### src/rtl/cfgser_pkg.sv
package cfgser_pkg;
    typedef enum logic [2:0] {
        ST_IDLE,   // waiting for start
        ST_PROG,   // reset request held, waiting for init flag to rise
        ST_WAKE,   // reset released, waiting for init flag to fall
        ST_FETCH,  // byte boundary: checksum check, take next byte
        ST_LOW,    // data bit, clock low phase
        ST_HIGH,   // data bit, clock high phase
        ST_TLOW,   // trailing clock low phase
        ST_THIGH   // trailing clock high phase
    } cfg_state_e;
endpackage

### src/rtl/cfgser_phase.sv
module cfgser_phase #(
    parameter int DIV_CYCLES = 2
) (
    input  logic clk,
    input  logic rst_n,
    input  logic en_i,
    output logic tick_o
);
    localparam int PW = (DIV_CYCLES > 1) ? $clog2(DIV_CYCLES) : 1;
    localparam logic [PW-1:0] LAST = PW'(DIV_CYCLES - 1);

    logic [PW-1:0] cnt_d, cnt_q;

    always_comb begin
        tick_o = en_i && (cnt_q == LAST);
        if (!en_i || tick_o) cnt_d = '0;
        else                 cnt_d = cnt_q + PW'(1);
    end

    always_ff @(posedge clk or negedge rst_n) begin
        if (!rst_n) cnt_q <= '0;
        else        cnt_q <= cnt_d;
    end
endmodule

### src/rtl/cfgser_timer.sv
module cfgser_timer #(
    parameter int TIMEOUT_CYCLES = 200
) (
    input  logic clk,
    input  logic rst_n,
    input  logic run_i,
    input  logic clr_i,
    output logic expired_o
);
    localparam int TW = $clog2(TIMEOUT_CYCLES + 1);
    localparam logic [TW-1:0] LIMIT = TW'(TIMEOUT_CYCLES - 1);

    logic [TW-1:0] cnt_d, cnt_q;

    always_comb begin
        expired_o = run_i && (cnt_q == LIMIT);
        if (!run_i || clr_i) cnt_d = '0;
        else if (expired_o)  cnt_d = cnt_q;
        else                 cnt_d = cnt_q + TW'(1);
    end

    always_ff @(posedge clk or negedge rst_n) begin
        if (!rst_n) cnt_q <= '0;
        else        cnt_q <= cnt_d;
    end
endmodule

### src/rtl/cfgser_master.sv
module cfgser_master
    import cfgser_pkg::*;
#(
    parameter int CNT_W          = 16,
    parameter int DIV_CYCLES     = 2,
    parameter int TIMEOUT_CYCLES = 200
) (
    input  logic             clk,
    input  logic             rst_n,
    input  logic             start_i,
    input  logic [CNT_W-1:0] byte_count_i,
    input  logic             in_valid_i,
    input  logic [7:0]       in_data_i,
    output logic             in_ready_o,
    output logic             cfg_prog_o,
    output logic             cfg_clk_o,
    output logic             cfg_din_o,
    input  logic             cfg_init_i,
    input  logic             cfg_done_i,
    output logic             busy_o,
    output logic             done_ok_o,
    output logic             err_crc_o,
    output logic             err_timeout_o
);
    localparam logic [CNT_W-1:0] REM_ONE = CNT_W'(1);

    typedef struct packed {
        cfg_state_e       st;
        logic [CNT_W-1:0] rem;
        logic [7:0]       sh;
        logic [2:0]       bitn;
        logic             prog;
        logic             cclk;
        logic             din;
        logic             ok;
        logic             crc;
        logic             tmo;
    } regs_t;

    regs_t d, q;
    logic  ph_en, ph_tick, tmr_run, tmr_clr, tmr_exp, ready;

    cfgser_phase #(.DIV_CYCLES(DIV_CYCLES)) u_phase (
        .clk(clk), .rst_n(rst_n), .en_i(ph_en), .tick_o(ph_tick)
    );

    cfgser_timer #(.TIMEOUT_CYCLES(TIMEOUT_CYCLES)) u_timer (
        .clk(clk), .rst_n(rst_n), .run_i(tmr_run), .clr_i(tmr_clr),
        .expired_o(tmr_exp)
    );

    always_comb begin
        d       = q;
        ph_en   = 1'b0;
        tmr_run = 1'b0;
        tmr_clr = 1'b0;
        ready   = 1'b0;
        unique case (q.st)
            ST_IDLE: if (start_i) begin
                d.st   = ST_PROG;
                d.prog = 1'b1;
                d.rem  = byte_count_i;
                d.ok   = 1'b0;
                d.crc  = 1'b0;
                d.tmo  = 1'b0;
            end
            ST_PROG: begin
                tmr_run = 1'b1;
                if (cfg_init_i) begin
                    d.st    = ST_WAKE;
                    d.prog  = 1'b0;
                    tmr_clr = 1'b1;
                end else if (tmr_exp) begin
                    d.st   = ST_IDLE;
                    d.prog = 1'b0;
                    d.tmo  = 1'b1;
                end
            end
            ST_WAKE: begin
                tmr_run = 1'b1;
                if (!cfg_init_i) d.st = ST_FETCH;
                else if (tmr_exp) begin
                    d.st  = ST_IDLE;
                    d.tmo = 1'b1;
                end
            end
            ST_FETCH: begin
                if (cfg_init_i && !cfg_done_i) begin
                    d.st  = ST_IDLE;
                    d.crc = 1'b1;
                end else if (q.rem == '0) begin
                    d.st   = ST_TLOW;
                    d.cclk = 1'b0;
                    d.din  = 1'b1;
                end else begin
                    ready = 1'b1;
                    if (in_valid_i) begin
                        d.st   = ST_LOW;
                        d.cclk = 1'b0;
                        d.din  = in_data_i[7];
                        d.sh   = {in_data_i[6:0], 1'b0};
                        d.bitn = '0;
                        d.rem  = q.rem - REM_ONE;
                    end
                end
            end
            ST_LOW: begin
                ph_en = 1'b1;
                if (ph_tick) begin
                    d.st   = ST_HIGH;
                    d.cclk = 1'b1;
                end
            end
            ST_HIGH: begin
                ph_en = 1'b1;
                if (ph_tick) begin
                    if (q.bitn == 3'd7) d.st = ST_FETCH;
                    else begin
                        d.st   = ST_LOW;
                        d.cclk = 1'b0;
                        d.din  = q.sh[7];
                        d.sh   = {q.sh[6:0], 1'b0};
                        d.bitn = q.bitn + 3'd1;
                    end
                end
            end
            ST_TLOW, ST_THIGH: begin
                ph_en   = 1'b1;
                tmr_run = 1'b1;
                if (cfg_done_i) begin
                    d.st   = ST_IDLE;
                    d.cclk = 1'b1;
                    d.ok   = 1'b1;
                end else if (tmr_exp) begin
                    d.st   = ST_IDLE;
                    d.cclk = 1'b1;
                    d.tmo  = 1'b1;
                end else if (ph_tick) begin
                    d.st   = (q.st == ST_TLOW) ? ST_THIGH : ST_TLOW;
                    d.cclk = (q.st == ST_TLOW);
                end
            end
            default: d.st = ST_IDLE;
        endcase
    end

    always_ff @(posedge clk or negedge rst_n) begin
        if (!rst_n)
            q <= '{st: ST_IDLE, rem: '0, sh: '0, bitn: '0, prog: 1'b0,
                   cclk: 1'b1, din: 1'b1, ok: 1'b0, crc: 1'b0, tmo: 1'b0};
        else
            q <= d;
    end

    assign in_ready_o    = ready;
    assign cfg_prog_o    = q.prog;
    assign cfg_clk_o     = q.cclk;
    assign cfg_din_o     = q.din;
    assign busy_o        = (q.st != ST_IDLE);
    assign done_ok_o     = q.ok;
    assign err_crc_o     = q.crc;
    assign err_timeout_o = q.tmo;

    // Data line never moves while the configuration clock is high.
    assert_din_stable_R4: assert property (@(posedge clk) disable iff (!rst_n)
        cfg_clk_o |-> $stable(cfg_din_o));

    // A low phase of a running load spans more than one cycle.
    if (DIV_CYCLES > 1) begin : g_low_len
        assert_low_phase_R5: assert property (@(posedge clk) disable iff (!rst_n)
            $fell(cfg_clk_o) |=> (!cfg_clk_o || !busy_o));
    end

    // Bytes are offered only at a byte boundary with the clock parked high.
    assert_ready_clk_high_R6: assert property (@(posedge clk) disable iff (!rst_n)
        in_ready_o |-> (cfg_clk_o && !cfg_prog_o));

    // Clock stays parked high during the reset request.
    assert_prog_clk_high_R2: assert property (@(posedge clk) disable iff (!rst_n)
        cfg_prog_o |-> cfg_clk_o);

    // Outcome flags are exclusive and cleared while a load runs.
    assert_one_status_R10: assert property (@(posedge clk) disable iff (!rst_n)
        $countones({done_ok_o, err_crc_o, err_timeout_o}) <= 1);
    assert_busy_clear_R10: assert property (@(posedge clk) disable iff (!rst_n)
        busy_o |-> !(done_ok_o || err_crc_o || err_timeout_o));

    // A checksum abort happens only with the init flag up and done low.
    assert_crc_cause_R7: assert property (@(posedge clk) disable iff (!rst_n)
        $rose(err_crc_o) |-> $past(cfg_init_i && !cfg_done_i));
endmodule

### config.mk
export PLATFORM = sky130hd
export DESIGN_NAME = cfgser_master
export DESIGN_NICKNAME = d
export VERILOG_FILES = /design/src/rtl/cfgser_pkg.sv /design/src/rtl/cfgser_phase.sv /design/src/rtl/cfgser_timer.sv /design/src/rtl/cfgser_master.sv
export SDC_FILE = /design/constraint.sdc
export NUM_CORES = 1
export LEC_CHECK = 0
export ABC_AREA = 1
export CORE_MARGIN = 4
export CORE_UTILIZATION = 50
export CTS_CLUSTER_SIZE = 28
export DETAILED_ROUTE_END_ITERATION = 12
export PLACE_DENSITY = 0.76
export SLEW_MARGIN = 20
export SYNTH_ARGS = -nofsm -noshare
export SYNTH_HDL_FRONTEND = slang
export SYNTH_SLANG_ARGS = --single-unit
export TNS_END_PERCENT = 50
### constraint.sdc
create_clock -name clk -period 1.5 [get_ports clk]
set_input_delay 0.3 -clock clk [delete_from_list [all_inputs] [get_ports clk]]
set_output_delay 0.3 -clock clk [all_outputs]
set_load 0.05 [all_outputs]
==> flow_metrics.tcl <==
set metrics [dict create \
    die-area_um2 7120 \
    fp.dieW_um 84.4 \
    finClkSkew_ns 0.00882 \
    status "finished, violations left" \
    rows 27 \
    fmax_mhz 518 \
    setup_viol 42 \
    pre_cts_ws_ns -0.386 \
    clk_pin_slew_ns 0.09 \
    post-route-min-period_ns 1.93 \
    insertion_delay_ns 0.32 \
    ctsHtreeMaxLevel 2 \
    syn_area_per_cell_um2 7.24 \
    rr_worst_depth 10 \
    grt_pass1_vias 3618 \
    cp-start-kind "flop" \
    dp_hpwl_um 5890 \
    end_kind "output port" \
    drc_errors 0 \
    required_ns 1.20 \
    ys_seq_area_share_pct 37.8 \
    hold_viol_final 0 \
    cts_made_buffers 5 \
    rrSetupSlack_ns -0.37 \
    final-max-slew-violation-count 0 \
    synth.distinct_cells 39 \
    postRouteAntennaNets 0 \
    drt_iter0_drc 330 \
    die_y_um 84.4 \
    syn_area_um2 2920 \
    grtUsageTotal_pct 29.3 \
    area_growth_pct 67.7 \
    drt-pass1-iter-count 6 \
    cts_buffer_depth 2 \
    fillers 265 \
    critPathKind "reg -> out" \
    final_common_cell "buf_4" \
    wl_per_cell_um 20.8 \
    layout.nets 582 \
    grt_pass1_wl_um 16800 \
    reg2reg_to "q[31]" \
    rr_startpoint "q[35]" \
    synth_cells 403 \
    antenna_found_initial 0 \
    final_cell_mix "87 x buf_4, 86 x nand2_1, 39 x dfrtp_1, 37 x nor2_1, 28 x clkdlybuf4s50_1" \
    vias 3738 \
    violations "setup timing" \
    drive_gt1_share_pct 46.1 \
    grt_overflow 0 \
    gp_congestion 0.883 \
    ys.warnings.count 0 \
    viasPerCell 6.04 \
    clock_sinks 44 \
    totalWireLength_um 12900 \
    n_antenna_cell 0 \
    rsz0062_at_grt "yes" \
    crit_arrival_ns 1.63 \
    grt_max_degree 28 \
    ios 38 \
    p_leak_nw 2.39 \
    whs_ns 0.468 \
    coreArea_um2 5570 \
    cts_root_buf "clkbuf_8" \
    cp_max_fo 2 \
    max_cap_viol_count 0 \
    synth-seq-cells 44 \
    start_util_pct 52.3 \
    post-route-period-util_pct 129 \
    slew_headroom_pct 67.8 \
    worstMarginPinSlew_ns 0.482 \
    power_density_nw_per_um2 2020 \
    hold_path.class "in -> async" \
    cts_tree "built" \
    setup_slack_ns -0.430 \
    port_buffers 37 \
    ir_drop_mv 1.12 \
    syn_nets 438 \
    power_mw 9.89 \
]
==> metrics by stage <==
| step | util (%) | TNS [ns] | instances | instance area [um^2] |
|---|---|---|---|---|
| CTS | 81.9 | -3.06 | 611 | 4560 |
| floorplan | - | -0.00930 | 403 | 2970 |
| detailed placement | 72.7 | -10.84 | 582 | 4050 |
| global placement | 72.7 | -8.93 | 582 | 4050 |
| global route | 87.8 | -11.96 | 619 | 4890 |
| finish | 87.8 | -8.35 | 619 | 4890 |
==> cells in the mapped netlist (all sizes together) <==
cell type | count | area [um^2]
a21oi | 13 | 76.3
a31oi | 1 | 6.26
buf | 11 | 97.6
clkbuf | 1 | 3.75
dfrtp | 42 | 1050
dfstp | 2 | 52.6
ha | 5 | 62.6
inv | 41 | 161
mux2i | 6 | 60.1
nand2 | 119 | 482
nand3 | 28 | 150
nand3b | 5 | 37.5
nand4 | 5 | 31.3
nor2 | 65 | 262
nor3 | 5 | 25.0
o2111ai | 1 | 8.76
o211ai | 3 | 36.3
o21ai | 37 | 215
o21bai | 1 | 7.51
o31ai | 2 | 15.0
or2 | 5 | 31.3
xnor2 | 1 | 8.76
xor2 | 4 | 35.0
==> per-layer routing <==
metal	vias up	track usage, %	part of all wire [%]
met2	287	52.6	50
met5	-	0	0
met4	0	15.0	6.7
met1	1761	33.0	35
met3	104	5.30	8.9
li1	1586	-	-
==> layout make-up <==
cell class / count / area, um^2 / share of cell area, %
Timing Repair Buffer: 149 / 1420 / 29.1
Multi-Input combinational cell: 306 / 2010 / 41.2
Tap cell: 72 / 90.1 / 1.84
Inverter: 41 / 178 / 3.63
Clock inverter: 2 / 12.5 / 0.256
Sequential cell: 44 / 1110 / 22.6
Clock buffer: 5 / 68.8 / 1.41
==> logic make-up (layout without fill, tap and decap cells) <==
kind of cell / after synthesis / in the layout / share of synthesized area, %
and+or+nand+nor: 232 / 232 / 34.9
AOI/OAI and AO/OA: 58 / 58 / 12.5
buffers and inverters: 53 / 197 / 9.01
DFF: 44 / 44 / 37.8
muxes: 6 / 6 / 2.06
adders and majority gates: 5 / 5 / 2.15
xor gates and xnor gates: 5 / 5 / 1.50
==> worst max-delay path: stages (launching register included) <==
cell and delay, ns:
dfrtp_1 0.42, nor2_2 0.15, nand2_1 0.12, nor2_4 0.19, nand2_4 0.08, nand2_4 0.08
clkinvlp_4 0.10, buf_12 0.15
==> state kept, by name (all words and copies together) (netlist names) <==
| name | flops |
|---|---|
| done_ok_o | 1 |
| q | 29 |
| cfg_prog_o | 1 |
| cfg_clk_o | 1 |
| err_crc_o | 1 |
| u_timer.cnt_q | 8 |
| cfg_din_o | 1 |
| u_phase.cnt_q | 1 |
| err_timeout_o | 1 |
==> worst max path at each step <==
stage,startpoint,to,slack [ns],cells after the start
final,q[22],in_ready_o,-0.43,7
after global routing,q[22],in_ready_o,-0.57,7
after CTS,q[17],in_ready_o,-0.32,8
after detailed placement,cfg_done_i,q[11],-0.39,11
after global placement,cfg_done_i,q[13],-0.32,11
after floorplan,q[17],in_ready_o,-0.005,7
==> repair_timing <==
action | CTS | global route
endpoints found under the hold margin | 15 | 0
endpoints found under the setup margin | 42 | 43
pin swaps | 25 | 36
gates cloned | 1 | 0
setup buffers | 21 | 13
gates resized for setup | 75 | 84
hold buffers | 1 | 0
==> power by group <==
part           internal [mW]  switching (mW)
Sequential              1.67           0.449
Combinational           3.18            3.82
Clock                  0.317           0.460
Total                   5.16            4.73
Power figures use the tool's default switching activity.
